**src/rtl/phase_pwm_pkg.sv**
```systemverilog
package phase_pwm_pkg;
  typedef struct packed {
    logic tick;   // prescaler strobe: counter steps on this cycle
    logic wrap;   // counter steps from PERIOD-1 back to zero
  } pwmStrobe_t;
endpackage

```
**src/rtl/phase_pwm_ctrl.sv**
```systemverilog
module phase_pwm_ctrl
  import phase_pwm_pkg::*;
#(
  parameter int CNT_W  = 7,
  parameter int PERIOD = 100,
  parameter int DIV    = 4
) (
  input  logic             clk,
  input  logic             rst,
  input  logic             en,
  output logic [CNT_W-1:0] cnt,
  output pwmStrobe_t       strb
);
  localparam int DIV_W = (DIV > 1) ? $clog2(DIV) : 1;
  localparam logic [DIV_W-1:0] DIV_LAST = DIV_W'(DIV - 1);
  localparam logic [CNT_W-1:0] CNT_LAST = CNT_W'(PERIOD - 1);

  logic [DIV_W-1:0] divCnt;

  always_comb begin
    strb.tick = en && (divCnt == DIV_LAST);
    strb.wrap = strb.tick && (cnt == CNT_LAST);
  end

  always_ff @(posedge clk) begin
    if (rst) begin
      divCnt <= '0;
      cnt    <= '0;
    end else if (en) begin
      if (strb.tick) begin
        divCnt <= '0;
        cnt    <= strb.wrap ? '0 : cnt + 1'b1;
      end else begin
        divCnt <= divCnt + 1'b1;
      end
    end
  end
endmodule

```
**src/rtl/phase_pwm_dp.sv**
```systemverilog
module phase_pwm_dp
  import phase_pwm_pkg::*;
#(
  parameter int NUM_CH = 2,
  parameter int CNT_W  = 7
) (
  input  logic              clk,
  input  logic              rst,
  input  logic              en,
  input  logic [CNT_W-1:0]  duty,
  input  logic [CNT_W-1:0]  cnt,
  input  pwmStrobe_t        strb,
  output logic [NUM_CH-1:0] pwmOut,
  output logic [CNT_W-1:0]  dutyReg
);
  // wide enough for NUM_CH*(duty+1)+duty without overflow
  localparam int BW = CNT_W + $clog2(NUM_CH + 1) + 1;

  logic [NUM_CH-1:0] hit;
  logic [BW-1:0]     span;
  logic [BW-1:0]     cntW;

  assign span = BW'(dutyReg) + BW'(1);
  assign cntW = BW'(cnt);

  for (genvar k = 0; k < NUM_CH; k++) begin : g_win
    logic [BW-1:0] lo;
    logic [BW-1:0] hi;
    assign lo = BW'(k) * span;
    assign hi = lo + BW'(dutyReg);
    assign hit[k] = (cntW >= lo) && (cntW <= hi);
  end

  always_ff @(posedge clk) begin
    if (rst || strb.wrap) dutyReg <= duty;
  end

  always_ff @(posedge clk) begin
    if (rst) pwmOut <= '0;
    else     pwmOut <= en ? hit : '0;
  end
endmodule

```
**src/rtl/phase_pwm.sv**
```systemverilog
module phase_pwm
  import phase_pwm_pkg::*;
#(
  parameter int NUM_CH = 2,
  parameter int CNT_W  = 7,
  parameter int PERIOD = 100,
  parameter int DIV    = 4
) (
  input  logic              clk,
  input  logic              rst,
  input  logic              en,
  input  logic [CNT_W-1:0]  duty,
  output logic [NUM_CH-1:0] pwmOut
);
  logic [CNT_W-1:0] cnt;
  logic [CNT_W-1:0] dutyReg;
  pwmStrobe_t       strb;

  phase_pwm_ctrl #(.CNT_W(CNT_W), .PERIOD(PERIOD), .DIV(DIV)) u_ctrl (
    .clk(clk), .rst(rst), .en(en), .cnt(cnt), .strb(strb)
  );

  phase_pwm_dp #(.NUM_CH(NUM_CH), .CNT_W(CNT_W)) u_dp (
    .clk(clk), .rst(rst), .en(en), .duty(duty), .cnt(cnt), .strb(strb),
    .pwmOut(pwmOut), .dutyReg(dutyReg)
  );
endmodule

```
**config.mk**
```make
export PLATFORM = sky130hd
export DESIGN_NAME = phase_pwm
export DESIGN_NICKNAME = d
export VERILOG_FILES = /design/src/rtl/phase_pwm_pkg.sv /design/src/rtl/phase_pwm_ctrl.sv /design/src/rtl/phase_pwm_dp.sv /design/src/rtl/phase_pwm.sv
export SDC_FILE = /design/constraint.sdc
export NUM_CORES = 1
export LEC_CHECK = 0
export ABC_CLOCK_PERIOD_IN_PS = 5100
export CAP_MARGIN = 25
export CORE_AREA = 2 2 60 62
export CTS_CLUSTER_DIAMETER = 30
export DETAILED_ROUTE_END_ITERATION = 10
export DIE_AREA = 0 0 62 64
export DONT_BUFFER_PORTS = 1
export SLEW_MARGIN = 15
export SYNTH_ARGS = -nofsm -noshare
export SYNTH_HDL_FRONTEND = slang
export SYNTH_SLANG_ARGS = --single-unit
```
**constraint.sdc**
```tcl
create_clock -name clk -period 5.1 [get_ports clk]
set_input_delay 0 -clock clk [delete_from_list [all_inputs] [get_ports clk]]
set_output_delay 0 -clock clk [all_outputs]
set_load 0.01 [all_outputs]
```
* Word level (Yosys, flattened, before mapping)
Cells that the tools add are included.
Cells by class: add/subtract/negate cells 4, $lt $le $gt $ge 4, equal/unequal tests 2, mux-type cells 2, bitwise gates (word level) 1, reductions and logical operators 7
Operators by type and width (number):
- $add A10 B7 Y10 | 1
- $ge A7 B10 Y1 | 1
- $le A7 B10 Y1 | 1
- $add A7 B1 Y8 const B | 1
- $add A7 B1 Y7 const B | 1
- $eq A7 B7 Y1 const B | 1
- $ge A7 B1 Y1 const B | 1
- $le A7 B7 Y1 | 1
- $mux W7 | 1
- $logic_and A1 B1 Y1 | 4
- $add A2 B1 Y2 const B | 1
- $eq A2 B2 Y1 const B | 1
- $mux W2 | 1
- $reduce_and A2 Y1 | 1
- $reduce_or A2 Y1 | 1
- $logic_or A1 B1 Y1 | 1
- $not A1 Y1 | 1
Storage, ports and cells: register bits 18, input port bits 10, output and inout bits 2, word-level logic and storage cells 24

* Depth between registers and ports, before layout
Gate-level depths: netlist of run 1.
depth after elaboration 4, mapped depth 12, depth with buffers taken out 12

* Modules after synthesis
A second synthesis of run 1 with hierarchy kept.
Second synthesis, totals: cells, all modules 157, area, all modules 1502.7 um2
By module, submodules not included:
- phase_pwm_dp | instances 1, cells each 106, area an instance 1044.8 um2, sequential area each 250.2 um2
- phase_pwm_ctrl | instances 1, cells each 51, area an instance 457.9 um2, sequential area each 180.2 um2

* Least setup slack after synthesis of run 1
OpenSTA, ideal clock, no wires.
path kind reg2reg, from register u_dp.dutyReg[1], to register u_dp.pwmOut[1], library setup time 91 ps, arrival time 2558 ps, required time 5009 ps, slack 2451 ps, cell stages (with the launch flop) 13, buffers on the path 0, clock period less this slack 2649 ps, path through edfxtp_1 > ha_1 > inv_1 > ha_1 > xnor2_1 > a31oi_1 > o221ai_2 > a31oi_2 > xnor2_1 > ha_1 > nand3_1 > o21a_1 > a311oi_1
On the way: cells in the longest elaborated chain, start to end 4, elaborated cells between the ends (all ways) 5, classes of those cells add/sub (2); order compare (2); reduce/logical (1)
RTL lines:
- from (decl) | line phase_pwm_dp.sv:14 | output logic [CNT_W-1:0] dutyReg
- from (signal assigned) | line phase_pwm_dp.sv:35 | if (rst || strb.wrap) dutyReg <= duty;
- $add A7 B1 Y8 | line phase_pwm_dp.sv:23 | assign span = BW'(dutyReg) + BW'(1);
- $add A10 B7 Y10 | line phase_pwm_dp.sv:30 | assign hi = lo + BW'(dutyReg);
- $le A7 B10 Y1 | line phase_pwm_dp.sv:31 | assign hit[k] = (cntW >= lo) && (cntW <= hi);
- $logic_and A1 B1 Y1 * | line phase_pwm_dp.sv:31
- to (signal assigned) | line phase_pwm_dp.sv:40 | else pwmOut <= en ? hit : '0;
- to (decl) | line phase_pwm_dp.sv:13 | output logic [NUM_CH-1:0] pwmOut,
Mark *: on every way between the ends. The rest lies on a longest branch, timed or not. A chain may end at the register's enable or synchronous reset.

* Worst setup path after layout of run 1
Ends and elaborated chain as after synthesis.

==> metrics.txt, run 1 <==
# TYPE chip_impl_metric gauge
chip_impl_info{name="worst_path_cell_with_the_longest_stage_delay",value="sky130_fd_sc_hd__edfxtp_1"} 1
chip_impl_info{name="worst_setup_path_startpoint",value="u_dp.dutyReg[1]"} 1
chip_impl_metric{name="drt-wirelength-per-cell",unit="um"} 13.0
chip_impl_metric{name="max_clock_freq",unit="MHz"} 346
chip_impl_metric{name="synth_warnings",unit=""} 0
chip_impl_metric{name="grt_pass1_vias",unit=""} 1045
chip_impl_metric{name="sequentialPowerShare",unit="%"} 46.8
chip_impl_metric{name="critical_path_required",unit="ns"} 5.32
chip_impl_info{name="startpoint_type",value="flip-flop"} 1
chip_impl_metric{name="first_pass_grt_wire_length",unit="mm"} 4.71
chip_impl_metric{name="path_max_fanout",unit=""} 6
chip_impl_metric{name="synth.area.mux_share",unit="%"} 2.95
chip_impl_metric{name="yosysSeqAreaShare",unit="%"} 29.8
chip_impl_info{name="synth_top_family_by_area",value="adder cells"} 1
chip_impl_metric{name="synth_cell_type_count",unit=""} 33
chip_impl_metric{name="post-place-ws",unit="ns"} 2.23
chip_impl_info{name="critical_path.endpoint_type",value="flip-flop"} 1
chip_impl_metric{name="num_antenna_cells",unit=""} 0
chip_impl_metric{name="die_width",unit="um"} 62
chip_impl_metric{name="vias",unit=""} 1079
chip_impl_metric{name="cts_hold_buf",unit=""} 10
chip_impl_metric{name="post-cts-setup-buffer-count",unit=""} 0
chip_impl_metric{name="power.net_switching",unit="uW"} 106
chip_impl_metric{name="max-cap-violations",unit=""} 0
chip_impl_metric{name="clock_power_share",unit="%"} 25.7
chip_impl_metric{name="fin_crit",unit="ns"} 2.89
chip_impl_metric{name="grt_antenna_before_repair",unit=""} 0
chip_impl_metric{name="max_slew_margin",unit="%"} 76.4
chip_impl_info{name="r2r-start",value="u_dp.dutyReg[1]"} 1
chip_impl_metric{name="slew_violations",unit=""} 0
chip_impl_info{name="unrepaired_setup_endpoints_after_global_routing",value="false"} 1
chip_impl_metric{name="tightestPinTransition",unit="ns"} 0.352
chip_impl_info{name="criticalPathCategory",value="flip-flop to flip-flop"} 1
chip_impl_metric{name="swShare",unit="%"} 30.1
chip_impl_metric{name="synth_simple_gate_area_share",unit="%"} 13.8
chip_impl_info{name="synth_area_leaders",value="sky130_fd_sc_hd__ha_1, sky130_fd_sc_hd__dfxtp_1, sky130_fd_sc_hd__edfxtp_1, sky130_fd_sc_hd__xnor2_1, sky130_fd_sc_hd__inv_1"} 1
chip_impl_metric{name="power_density",unit="nW/um2"} 215
chip_impl_metric{name="ys_ff_latch",unit=""} 18
chip_impl_metric{name="clock_tree.htree_level_count",unit=""} 1
chip_impl_info{name="cts-root-buf",value="sky130_fd_sc_hd__clkbuf_4"} 1
chip_impl_metric{name="crit_path_largest_cell_delay",unit="ns"} 0.45
chip_impl_metric{name="finalHoldWorstSlack",unit="ns"} 0.0522
chip_impl_metric{name="p_int",unit="uW"} 246
chip_impl_info{name="timing.critical_path.cells",value="ha_1 -> inv_1 -> ha_1 -> xnor2_1 -> a31oi_1 -> o221ai_2 -> a31oi_2 -> xnor2_1 -> ha_1 -> nand3_1 -> o21a_1 -> a311oi_1"} 1
chip_impl_info{name="cp_common_cell",value="sky130_fd_sc_hd__ha_1"} 1
chip_impl_metric{name="drc_violations_left",unit=""} 0
chip_impl_metric{name="global_route.usage.total",unit="%"} 15.8
chip_impl_metric{name="finalNetCount",unit=""} 201
chip_impl_info{name="tritoncts",value="done"} 1
chip_impl_metric{name="setup_total_negative_slack",unit="ns"} 0
chip_impl_metric{name="placementRows",unit=""} 21
chip_impl_metric{name="tritoncts_num_sinks",unit=""} 18
chip_impl_metric{name="timing.clock.skew",unit="ns"} 0.00109
chip_impl_metric{name="setup-violations-final",unit=""} 0
chip_impl_metric{name="syn-mean-instance-area",unit="um2"} 9.82
chip_impl_metric{name="core",unit="um2"} 3280
chip_impl_metric{name="viasPerCell",unit=""} 5.21
chip_impl_metric{name="place.port_buffers",unit=""} 0
chip_impl_metric{name="static-leakage-power",unit="nW"} 0.738
chip_impl_metric{name="clk_pin_slew",unit="ns"} 0.11
chip_impl_metric{name="drt_first_pass_iters",unit=""} 4
chip_impl_metric{name="hold_vio_cnt_final",unit=""} 0
chip_impl_info{name="timing.hold.worst.class",value="primary input to flip-flop"} 1
chip_impl_metric{name="grt_overflow_total",unit=""} 0
chip_impl_metric{name="setup_slack",unit="ns"} 2.21
chip_impl_metric{name="clk_path_buf_depth",unit=""} 2
chip_impl_metric{name="routed_wirelength",unit="mm"} 2.70
chip_impl_info{name="yosysTopAreaCell",value="sky130_fd_sc_hd__ha_1"} 1
chip_impl_metric{name="synth_compound_gate_area_share",unit="%"} 14.1
chip_impl_metric{name="initial_utilization",unit="%"} 44.0
chip_impl_metric{name="maximum_number_of_pins_on_one_net_before_global_route_repair",unit=""} 14
chip_impl_metric{name="die_area",unit="um2"} 3970
chip_impl_metric{name="postCtsResizedCells",unit=""} 0
chip_impl_metric{name="finalCritPeriodShare",unit="%"} 56.7
chip_impl_metric{name="pin_count",unit=""} 12
chip_impl_metric{name="layout_area_overhead",unit="%"} 13.4
chip_impl_metric{name="numCtsBuffers",unit=""} 3
chip_impl_metric{name="synth_adder_area_share",unit="%"} 25.1
chip_impl_info{name="outcome",value="complete, no violations"} 1
chip_impl_metric{name="worstSkewPairLatency",unit="ns"} 0.30
chip_impl_metric{name="route.antenna.remaining_nets",unit=""} 0
chip_impl_metric{name="synth.cell_area",unit="um2"} 1440
chip_impl_metric{name="ir_worst_vdd",unit="V"} 0.000173
chip_impl_metric{name="place.gp.congestion",unit=""} 0.802
chip_impl_metric{name="post_route_cells_drive_above_1_share",unit="%"} 8.07
chip_impl_metric{name="dp_hpwl",unit="mm"} 2.13
chip_impl_metric{name="critPathArrivalTime",unit="ns"} 3.11
chip_impl_metric{name="synthXorXnorAreaFrac",unit="%"} 10.8
chip_impl_metric{name="comb_power_share",unit="%"} 27.5
chip_impl_metric{name="yosys.area.top_type_share",unit="%"} 25.1
chip_impl_metric{name="drt_iter0_markers",unit=""} 13
chip_impl_metric{name="netlist_instances",unit=""} 147
chip_impl_metric{name="syn_nets",unit=""} 186
chip_impl_info{name="worst_hold_startpoint",value="en"} 1
chip_impl_metric{name="die_y",unit="um"} 64
[through the flow]
| stage | power [mW] | area (um2) | std cells | utilization, % |
|---|---|---|---|---|
| 4_1_cts | 0.357 | 1640 | 207 | 49.9 |
| 6_report | 0.352 | 1640 | 207 | 49.9 |
| 2_1_floorplan | 0.240 | 1440 | 147 | - |
| 3_5_place_dp | 0.259 | 1500 | 193 | 45.7 |
| 5_1_grt | 0.378 | 1640 | 207 | 49.9 |
| 3_3_place_gp | 0.254 | 1500 | 193 | 45.7 |
[worst paths after layout]
path                      end  slack [ns]  depth (start not counted)
min             u_ctrl.cnt[2]        0.05                          3
max            u_dp.pwmOut[1]        2.21                         12
max reg2reg    u_dp.pwmOut[1]        2.21                         12
min reg2reg  u_ctrl.divCnt[1]        0.52                          2
[flip-flops by register name (all words and copies together) (netlist names)]
register       cells
u_dp.dutyReg       7
u_dp.pwmOut        2
u_ctrl.divCnt      2
u_ctrl.cnt         7
[logic make-up (layout without fill, tap and decap cells)]
kind of cell / Yosys count / in the layout
mux: 4 / 4
compound gates: 28 / 28
simple gates: 38 / 38
buf+inv: 13 / 27
flops: 18 / 18
fa+ha+maj: 29 / 29
xor+xnor: 17 / 17
[routing by layer]
| layer | share of wire, % | GRT usage (%) |
|---|---|---|
| met1 | 48 | 22.3 |
| met2 | 49 | 24.0 |
| met3 | 1.8 | 2.63 |
| met4 | 1.4 | 5.32 |
| met5 | 0 | 0 |
[synth_stat cells]
cell type                  number
sky130_fd_sc_hd__nor3_1         2
sky130_fd_sc_hd__o31ai_1        1
sky130_fd_sc_hd__dfxtp_1       11
sky130_fd_sc_hd__a311oi_1       1
sky130_fd_sc_hd__ha_1          29
sky130_fd_sc_hd__nand2_1        3
sky130_fd_sc_hd__a31o_2         1
sky130_fd_sc_hd__nor2_1        12
sky130_fd_sc_hd__xnor2_1       12
sky130_fd_sc_hd__nor2b_1        1
sky130_fd_sc_hd__and3_1         3
sky130_fd_sc_hd__o21ai_0        4
sky130_fd_sc_hd__inv_1         13
sky130_fd_sc_hd__a211oi_1       3
sky130_fd_sc_hd__o221ai_2       2
sky130_fd_sc_hd__nand3b_1       1
sky130_fd_sc_hd__mux2_2         2
sky130_fd_sc_hd__a31oi_1        3
sky130_fd_sc_hd__nand3_2        1
sky130_fd_sc_hd__nand4_1        2
sky130_fd_sc_hd__nor4b_1        1
sky130_fd_sc_hd__a31oi_2        1
sky130_fd_sc_hd__or3_4          1
sky130_fd_sc_hd__nand2b_1       2
sky130_fd_sc_hd__edfxtp_1       7
sky130_fd_sc_hd__xor2_1         4
sky130_fd_sc_hd__a21o_1         4
sky130_fd_sc_hd__nand3_1        9
sky130_fd_sc_hd__mux2i_1        2
sky130_fd_sc_hd__xnor2_2        1
sky130_fd_sc_hd__a21oi_1        5
sky130_fd_sc_hd__o21ai_1        1
sky130_fd_sc_hd__o21a_1         2
[power by group through the flow]
stage | Sequential [mW] | Combinational [mW] | Clock, mW
after floorplan | 0.166 | 0.0738 | 0
after global placement | 0.168 | 0.0866 | 0
after detailed placement | 0.168 | 0.0905 | 0
after CTS | 0.165 | 0.0974 | 0.0946
after global routing | 0.166 | 0.110 | 0.103
final | 0.165 | 0.0968 | 0.0904
[cell type report]
class | instances | area (um2)
sequential | 18 | 430
inverter | 13 | 48.8
fill | 312 | 1650
multi-input combinational | 116 | 965
clock buffer | 4 | 36.3
tap | 46 | 57.6
timing repair buffer | 10 | 100
[layout by cell type (no fill, tap or decap), types with 4 or more instances in the layout]
cell type and instances:
sky130_fd_sc_hd__dfxtp_1 11, sky130_fd_sc_hd__nand3_1 9, sky130_fd_sc_hd__nor2_1 12, sky130_fd_sc_hd__edfxtp_1 7, sky130_fd_sc_hd__ha_1 29, sky130_fd_sc_hd__xor2_1 4
sky130_fd_sc_hd__dlygate4sd3_1 10, sky130_fd_sc_hd__a21o_1 4, sky130_fd_sc_hd__xnor2_1 12, sky130_fd_sc_hd__o21ai_0 4, sky130_fd_sc_hd__a21oi_1 5, sky130_fd_sc_hd__inv_1 13
[critical path, delay by kind of cell (launching register included)]
kind	cells	cell delay, ns
AO/OA/AOI/OAI	5	0.93
adder cells (fa/ha/maj)	3	0.85
flip-flops	1	0.45
XOR/XNOR	2	0.42
AND/OR/NAND/NOR	1	0.09
buffers and inverters	1	0.06
Power figures use the tool's default switching activity.
==> run 2: changes to the inputs <==
Settings changed: ABC_CLOCK_PERIOD_IN_PS 5100 to 2900.
Clock period 5.1 ns to 2.9 ns, I/O delays scaled along.
==> run 2 against run 1 <==
Combinational power is 95% higher. Critical endpoint unchanged. Largest cell class unchanged. Routed wire length is 12% higher. Sequential share of layout area is 0.80 points lower. Critical path depth stayed put. Power is 74% higher. Critical path type unchanged. Final area is 3.1% higher. Core utilization is 1.6 points higher. Fmax is 2.7% higher. Global-route usage is 1.3 points higher.
==> metrics.txt, run 2 (synthesis results as in run 1) <==
# TYPE chip_impl_metric gauge
chip_impl_info{name="outcome",value="complete, no violations"} 1
chip_impl_metric{name="hold_vio_cnt_final",unit=""} 0
chip_impl_metric{name="grt_antenna_before_repair",unit=""} 0
chip_impl_metric{name="p_int",unit="uW"} 421
chip_impl_metric{name="finalCritPeriodShare",unit="%"} 97.1
chip_impl_metric{name="core",unit="um2"} 3280
chip_impl_metric{name="grt_pass1_vias",unit=""} 1163
chip_impl_metric{name="max_clock_freq",unit="MHz"} 355
chip_impl_info{name="startpoint_type",value="flip-flop"} 1
chip_impl_metric{name="swShare",unit="%"} 31.2
chip_impl_metric{name="viasPerCell",unit=""} 5.29
chip_impl_metric{name="die_y",unit="um"} 64
chip_impl_metric{name="maximum_number_of_pins_on_one_net_before_global_route_repair",unit=""} 14
chip_impl_info{name="cts-root-buf",value="sky130_fd_sc_hd__clkbuf_4"} 1
chip_impl_metric{name="setup-violations-final",unit=""} 0
chip_impl_info{name="critical_path.endpoint_type",value="flip-flop"} 1
chip_impl_metric{name="first_pass_grt_wire_length",unit="mm"} 5.02
chip_impl_metric{name="post_route_cells_drive_above_1_share",unit="%"} 12.7
chip_impl_metric{name="clk_path_buf_depth",unit=""} 2
chip_impl_info{name="tritoncts",value="done"} 1
chip_impl_metric{name="finalNetCount",unit=""} 206
chip_impl_info{name="timing.hold.worst.class",value="primary input to flip-flop"} 1
chip_impl_metric{name="fin_crit",unit="ns"} 2.81
chip_impl_metric{name="drt_first_pass_iters",unit=""} 4
chip_impl_info{name="layout.cells.most_common",value="sky130_fd_sc_hd__ha_1"} 1
chip_impl_metric{name="critical_path_required",unit="ns"} 3.11
chip_impl_metric{name="layout.cells.non_filler",unit=""} 212
chip_impl_metric{name="tightestPinTransition",unit="ns"} 0.321
chip_impl_metric{name="place.gp.congestion",unit=""} 0.790
chip_impl_metric{name="clock_tree.htree_level_count",unit=""} 1
chip_impl_info{name="registers_with_the_highest_flip_flop_counts",value="u_ctrl.cnt x7, u_dp.dutyReg x7"} 1
chip_impl_metric{name="layout_area_overhead",unit="%"} 17.0
chip_impl_metric{name="clk_pin_slew",unit="ns"} 0.11
chip_impl_metric{name="comb_power_share",unit="%"} 30.9
chip_impl_metric{name="grt_overflow_total",unit=""} 0
chip_impl_metric{name="place_inst",unit=""} 196
chip_impl_metric{name="initial_utilization",unit="%"} 44.0
chip_impl_metric{name="place.port_buffers",unit=""} 0
chip_impl_metric{name="pin_count",unit=""} 12
chip_impl_metric{name="drt-wirelength-per-cell",unit="um"} 14.3
chip_impl_metric{name="static-leakage-power",unit="nW"} 0.766
chip_impl_metric{name="tritoncts_num_sinks",unit=""} 18
chip_impl_metric{name="clock_power_share",unit="%"} 22.1
chip_impl_metric{name="max-cap-violations",unit=""} 0
chip_impl_metric{name="path_max_fanout",unit=""} 5
chip_impl_metric{name="timing.clock.skew",unit="ns"} 0.00753
chip_impl_metric{name="vias",unit=""} 1121
chip_impl_metric{name="numCtsBuffers",unit=""} 3
chip_impl_metric{name="drt_iter0_markers",unit=""} 33
chip_impl_metric{name="worstSkewPairLatency",unit="ns"} 0.30
chip_impl_metric{name="num_antenna_cells",unit=""} 0
chip_impl_metric{name="ir_worst_vdd",unit="V"} 0.000192
chip_impl_metric{name="placementRows",unit=""} 21
chip_impl_metric{name="max_slew_margin",unit="%"} 78.5
chip_impl_metric{name="critPathArrivalTime",unit="ns"} 3.03
chip_impl_metric{name="global_route.usage.total",unit="%"} 17.0
chip_impl_metric{name="slew_violations",unit=""} 0
chip_impl_metric{name="die_width",unit="um"} 62
chip_impl_info{name="layout_common_cells",value="sky130_fd_sc_hd__ha_1, sky130_fd_sc_hd__inv_1, sky130_fd_sc_hd__nor2_1"} 1
chip_impl_metric{name="drc_violations_left",unit=""} 0
chip_impl_metric{name="final_util",unit="%"} 51.4
chip_impl_info{name="criticalPathCategory",value="flip-flop to flip-flop"} 1
chip_impl_metric{name="route.antenna.remaining_nets",unit=""} 0
chip_impl_metric{name="die_area",unit="um2"} 3970
chip_impl_metric{name="routed_wirelength",unit="mm"} 3.03
chip_impl_metric{name="power_density",unit="nW/um2"} 362
chip_impl_metric{name="sequentialPowerShare",unit="%"} 47.0
chip_impl_metric{name="power.net_switching",unit="uW"} 191
chip_impl_metric{name="dp_hpwl",unit="mm"} 2.34
[run 2: cell count changes in the layout (fill, tap and decap cells not counted)]
cell	before	now
sky130_fd_sc_hd__buf_4	0	5
sky130_fd_sc_hd__xnor2_1	12	10
sky130_fd_sc_hd__xnor2_2	1	3
sky130_fd_sc_hd__a31oi_1	3	2
sky130_fd_sc_hd__a31oi_2	1	2
sky130_fd_sc_hd__clkbuf_1	0	1
sky130_fd_sc_hd__clkbuf_8	1	0
sky130_fd_sc_hd__ha_1	29	28
sky130_fd_sc_hd__ha_2	0	1
[run 2: power groups by stage]
stage               clock network (mW)  registers, mW  logic, mW
finish                           0.135          0.288      0.189
global route                     0.156          0.290      0.213
CTS                              0.143          0.287      0.176
detailed placement                   0          0.293      0.164
global placement                     0          0.293      0.158
floorplan                            0          0.292      0.130
[run 2: cell type report]
class                      instances  area (um2)
multi-input combinational        116         988
timing repair buffer              15         138
inverter                          13        48.8
tap                               46        57.6
sequential                        18         430
fill                             311        1600
clock buffer                       4        26.3
[run 2: per-stage QoR]
stage | power [mW] | cell area [um2] | TNS (ns) | setup slack [ns] | hold WS (ns)
after CTS | 0.606 | 1650 | 0 | 0.0639 | 0.0758
final | 0.612 | 1690 | 0 | 0.0851 | 0.0724
after global routing | 0.659 | 1690 | -0.0373 | -0.0373 | 0.0800
after detailed placement | 0.457 | 1520 | 0 | 0.0969 | 0.0719
after global placement | 0.451 | 1520 | 0 | 0.219 | 0.0698
after floorplan | 0.422 | 1440 | 0 | 0.251 | 0.0691
[run 2: timing repair]
action | in CTS | in global routing
hold buffers | 10 | 0
setup endpoints to repair | 0 | 1
hold endpoints to repair | 13 | 0
setup buffers | 0 | 2
resized for setup | 0 | 4
[run 2: path summary, 6_finish.rpt]
check / start / to / slack [ns] / cells past startpoint
max: u_dp.dutyReg[1] / u_dp.pwmOut[1] / 0.09 / 12
min: rst / u_ctrl.cnt[6] / 0.07 / 2
max reg2reg: u_dp.dutyReg[1] / u_dp.pwmOut[1] / 0.09 / 12
min reg2reg: u_ctrl.divCnt[1] / u_ctrl.divCnt[1] / 0.51 / 2
[run 2: critical path, stage by stage (launching register included)]
cell and delay, ns:
sky130_fd_sc_hd__edfxtp_1 0.41, sky130_fd_sc_hd__buf_4 0.17, sky130_fd_sc_hd__nand3_1 0.14, sky130_fd_sc_hd__ha_2 0.34, sky130_fd_sc_hd__xnor2_2 0.25, sky130_fd_sc_hd__a31oi_2 0.15
sky130_fd_sc_hd__o221ai_2 0.23, sky130_fd_sc_hd__xnor2_1 0.16, sky130_fd_sc_hd__ha_1 0.26, sky130_fd_sc_hd__a21o_1 0.18, sky130_fd_sc_hd__a21oi_1 0.12, sky130_fd_sc_hd__o21ai_0 0.09
sky130_fd_sc_hd__a311oi_1 0.22
[run 2: per-layer routing]
metal	global-route usage [%]	share of wire, %	vias to the layer above
met5	0	0	-
met4	7.18	2.7	0
met3	3.24	2.1	9
met2	28.1	51	15
met1	21.0	44	524
li1	-	-	573
==> run 3: changes to the inputs <==
Settings changed: ABC_AREA from default to 1, CORE_AREA 2 2 60 62 to 2 2 62 64, DIE_AREA 0 0 62 64 to 0 0 64 66, SETUP_SLACK_MARGIN from default to 0.5.
==> run 3 against run 2 <==
Final area increased by 27%. Sequential power hardly changed. Core utilization rose by 8.9 points. Register-to-register slack improved by 0.27 ns.
==> metrics.txt, run 3 <==
# TYPE chip_impl_metric gauge
chip_impl_metric{name="synth-edff-count",unit=""} 7
chip_impl_metric{name="clock_tree.htree_level_count",unit=""} 1
chip_impl_metric{name="core",unit="um2"} 3550
chip_impl_metric{name="place.port_buffers",unit=""} 0
chip_impl_info{name="registers_with_the_highest_flip_flop_counts",value="u_ctrl.cnt x7, u_dp.dutyReg x7"} 1
chip_impl_metric{name="pin_count",unit=""} 12
chip_impl_info{name="timing.critical_path.cells",value="buf_6 -> nand4_1 -> ha_4 -> xor2_4 -> buf_4 -> xor2_1 -> ha_1 -> nand2_2 -> nor2_4 -> nand2_1 -> nand3_1 -> nand2_1 -> nand2_1 -> nand3_1 -> nand2_1 -> nor2_1"} 1
chip_impl_metric{name="static-leakage-power",unit="nW"} 1.04
chip_impl_metric{name="ys_ff_latch",unit=""} 18
chip_impl_metric{name="fin_crit",unit="ns"} 2.55
chip_impl_metric{name="power_density",unit="nW/um2"} 333
chip_impl_metric{name="worstSkewPairLatency",unit="ns"} 0.29
chip_impl_metric{name="layout.cells.non_filler",unit=""} 290
chip_impl_info{name="cts-root-buf",value="sky130_fd_sc_hd__clkbuf_4"} 1
chip_impl_metric{name="maximum_number_of_pins_on_one_net_before_global_route_repair",unit=""} 11
chip_impl_metric{name="num_antenna_cells",unit=""} 0
chip_impl_metric{name="synth_cell_type_count",unit=""} 25
chip_impl_metric{name="vias",unit=""} 1385
chip_impl_metric{name="cp.buffers_inverters",unit=""} 2
chip_impl_metric{name="setup-violations-final",unit=""} 0
chip_impl_metric{name="first_pass_grt_wire_length",unit="mm"} 6.01
chip_impl_metric{name="max_slew_margin",unit="%"} 74.7
chip_impl_metric{name="drc_violations_left",unit=""} 0
chip_impl_metric{name="place_inst",unit=""} 252
chip_impl_info{name="yosys-top-cells-count",value="sky130_fd_sc_hd__nand2_1, sky130_fd_sc_hd__inv_1, sky130_fd_sc_hd__ha_1, sky130_fd_sc_hd__nor2_1, sky130_fd_sc_hd__a21oi_1"} 1
chip_impl_metric{name="hold_vio_cnt_final",unit=""} 0
chip_impl_metric{name="dp_hpwl",unit="mm"} 2.57
chip_impl_metric{name="crit_path_largest_cell_delay",unit="ns"} 0.47
chip_impl_metric{name="drt_iter0_markers",unit=""} 23
chip_impl_info{name="critical_path.endpoint_type",value="flip-flop"} 1
chip_impl_metric{name="layout_area_overhead",unit="%"} 39.5
chip_impl_metric{name="timing.clock.skew",unit="ns"} 0.00974
chip_impl_metric{name="finalCritPeriodShare",unit="%"} 87.8
chip_impl_info{name="unrepaired_setup_endpoints_after_global_routing",value="true"} 1
chip_impl_metric{name="route.antenna.remaining_nets",unit=""} 0
chip_impl_info{name="cp_common_cell",value="sky130_fd_sc_hd__nand2_1"} 1
chip_impl_metric{name="drt_first_pass_iters",unit=""} 4
chip_impl_info{name="layout.cells.most_common",value="sky130_fd_sc_hd__nand2_1"} 1
chip_impl_metric{name="initial_utilization",unit="%"} 43.3
chip_impl_metric{name="setup_total_negative_slack",unit="ns"} 0
chip_impl_info{name="tritoncts",value="done"} 1
chip_impl_info{name="criticalPathCategory",value="flip-flop to flip-flop"} 1
chip_impl_metric{name="grt_pass1_vias",unit=""} 1387
chip_impl_info{name="yosys.cell_count.top_type",value="sky130_fd_sc_hd__nand2_1"} 1
chip_impl_info{name="yosysTopAreaCell",value="sky130_fd_sc_hd__ha_1"} 1
chip_impl_metric{name="final-seq-area",unit="um2"} 430
chip_impl_metric{name="clk_pin_slew",unit="ns"} 0.11
chip_impl_metric{name="layout.filler_cells",unit=""} 305
chip_impl_metric{name="place.gp.congestion",unit=""} 0.834
chip_impl_info{name="worst_hold_startpoint",value="en"} 1
chip_impl_metric{name="global_route.usage.total",unit="%"} 18.1
chip_impl_info{name="dominantRegCellSynth",value="sky130_fd_sc_hd__dfxtp_1"} 1
chip_impl_metric{name="max_clock_freq",unit="MHz"} 393
chip_impl_metric{name="synth_warnings",unit=""} 0
chip_impl_metric{name="ir_worst_vdd",unit="V"} 0.000251
chip_impl_metric{name="die_y",unit="um"} 66
chip_impl_metric{name="max-cap-violations",unit=""} 0
chip_impl_metric{name="syn_nets",unit=""} 242
chip_impl_metric{name="yosysSeqAreaShare",unit="%"} 28.0
chip_impl_info{name="critical-path-top-delay-family",value="simple AND/OR/NAND/NOR gates"} 1
chip_impl_metric{name="grt_antenna_before_repair",unit=""} 0
chip_impl_metric{name="multi_input_area",unit="um2"} 1200
chip_impl_metric{name="finalNetCount",unit=""} 282
chip_impl_metric{name="drt-wirelength-per-cell",unit="um"} 12.2
chip_impl_info{name="synth_area_leaders",value="sky130_fd_sc_hd__ha_1, sky130_fd_sc_hd__dfxtp_1, sky130_fd_sc_hd__edfxtp_1, sky130_fd_sc_hd__nand2_1, sky130_fd_sc_hd__inv_1"} 1
chip_impl_metric{name="power.total",unit="uW"} 714
chip_impl_info{name="timing.hold.worst.class",value="primary input to flip-flop"} 1
chip_impl_metric{name="routed_wirelength",unit="mm"} 3.55
chip_impl_metric{name="placementRows",unit=""} 22
chip_impl_metric{name="yosys.area.top_type_share",unit="%"} 23.6
chip_impl_info{name="worst_path_cell_with_the_longest_stage_delay",value="sky130_fd_sc_hd__edfxtp_1"} 1
chip_impl_metric{name="final_util",unit="%"} 60.4
chip_impl_info{name="worst_setup_path_startpoint",value="u_dp.dutyReg[1]"} 1
chip_impl_metric{name="viasPerCell",unit=""} 4.78
chip_impl_info{name="outcome",value="complete, no violations"} 1
chip_impl_metric{name="critPathArrivalTime",unit="ns"} 2.73
chip_impl_metric{name="die_width",unit="um"} 64
chip_impl_metric{name="critical_path_required",unit="ns"} 3.08
chip_impl_metric{name="die_area",unit="um2"} 4220
chip_impl_info{name="layout_common_cells",value="sky130_fd_sc_hd__nand2_1, sky130_fd_sc_hd__inv_1, sky130_fd_sc_hd__ha_1"} 1
chip_impl_metric{name="netlist_instances",unit=""} 203
chip_impl_metric{name="numCtsBuffers",unit=""} 3
chip_impl_metric{name="tritoncts_num_sinks",unit=""} 18
chip_impl_metric{name="async_sr_flop_fraction",unit="%"} 0
chip_impl_info{name="r2r-start",value="u_dp.dutyReg[1]"} 1
chip_impl_info{name="startpoint_type",value="flip-flop"} 1
chip_impl_metric{name="path_max_fanout",unit=""} 3
chip_impl_metric{name="tightestPinTransition",unit="ns"} 0.379
chip_impl_metric{name="grt_overflow_total",unit=""} 0
chip_impl_metric{name="slew_violations",unit=""} 0
chip_impl_metric{name="syn-mean-instance-area",unit="um2"} 7.57
chip_impl_metric{name="clk_path_buf_depth",unit=""} 2
chip_impl_metric{name="synth.cell_area",unit="um2"} 1540
chip_impl_metric{name="post_route_cells_drive_above_1_share",unit="%"} 24.4
-- run 3: cell count changes after synthesis, sizes merged, moves of 3 or more --
| cell | before | now |
|---|---|---|
| xnor2 | 13 | 5 |
| nor2 | 12 | 23 |
| a211oi | 3 | 0 |
| a21oi | 5 | 12 |
| nand2 | 3 | 52 |
| inv | 13 | 31 |
| a31oi | 4 | 0 |
| a21o | 4 | 0 |
-- run 3: repair_timing --
item / in CTS / in global routing
setup buffers: 15 / 4
hold buffers: 15 / 0
hold endpoints to repair: 16 / 0
setup endpoints to repair: 1 / 1
pin swaps: 8 / 18
resized for setup: 19 / 17
-- run 3: cells by family (layout without fill, tap and decap cells) --
logic type	count (synthesis)	in the layout	share of synthesized area [%]
xor+xnor	11	11	6.27
compound gates	18	18	6.27
fa+ha+maj	29	29	23.6
simple gates	96	96	28.3
flops	18	18	28.0
buf+inv	31	70	7.57
-- run 3: final timing paths --
| check | to | slack [ns] | depth (start not counted) |
|---|---|---|---|
| min | u_ctrl.cnt[2] | 0.24 | 5 |
| max | u_dp.pwmOut[1] | 0.35 | 16 |
| max reg2reg | u_dp.pwmOut[1] | 0.35 | 16 |
| min reg2reg | u_ctrl.cnt[0] | 0.59 | 2 |
-- run 3: worst register-to-register path, stage by stage (launching register included) --
cell                       delay [ns]
sky130_fd_sc_hd__edfxtp_1        0.47
sky130_fd_sc_hd__buf_6           0.13
sky130_fd_sc_hd__nand4_1         0.17
sky130_fd_sc_hd__ha_4            0.29
sky130_fd_sc_hd__xor2_4          0.16
sky130_fd_sc_hd__buf_4           0.16
sky130_fd_sc_hd__xor2_1          0.15
sky130_fd_sc_hd__ha_1            0.31
sky130_fd_sc_hd__nand2_2         0.08
sky130_fd_sc_hd__nor2_4          0.11
sky130_fd_sc_hd__nand2_1         0.05
sky130_fd_sc_hd__nand3_1         0.06
sky130_fd_sc_hd__nand2_1         0.05
sky130_fd_sc_hd__nand2_1         0.06
sky130_fd_sc_hd__nand3_1         0.08
sky130_fd_sc_hd__nand2_1         0.07
sky130_fd_sc_hd__nor2_1          0.04
-- run 3: report_power, final --
group	switching, mW	internal (mW)
registers	0.0142	0.276
logic	0.146	0.148
clock network	0.0757	0.0534
total	0.236	0.478
-- run 3: through the flow --
step / area [um2] / hold slack, ns / setup WS [ns]
2_1_floorplan: 1550 / 0.0724 / 0.471
3_3_place_gp: 1620 / 0.0751 / 0.108
3_5_place_dp: 1620 / 0.0776 / 0.123
4_1_cts: 2020 / 0.243 / 0.388
5_1_grt: 2140 / 0.301 / 0.171
6_report: 2140 / 0.238 / 0.354
-- run 3: layout make-up --
class | count | area share, %
clock buffers | 4 | 1.23
inverters | 31 | 5.43
multi-input cells | 154 | 56.1
flip-flops and latches | 18 | 20.1
well taps | 48 | 2.80
repair buffers | 35 | 14.4
-- run 3: per-layer routing --
| metal | share of wire, % | track usage, % | wire length, um | up-vias |
|---|---|---|---|---|
| met5 | 0 | 0 | 0 | - |
| met4 | 1.2 | 8.42 | 41 | 0 |
| met3 | 1.2 | 1.36 | 43 | 4 |
| met2 | 53 | 33.5 | 1880 | 8 |
| met1 | 45 | 21.1 | 1590 | 630 |
| li1 | - | - | - | 743 |
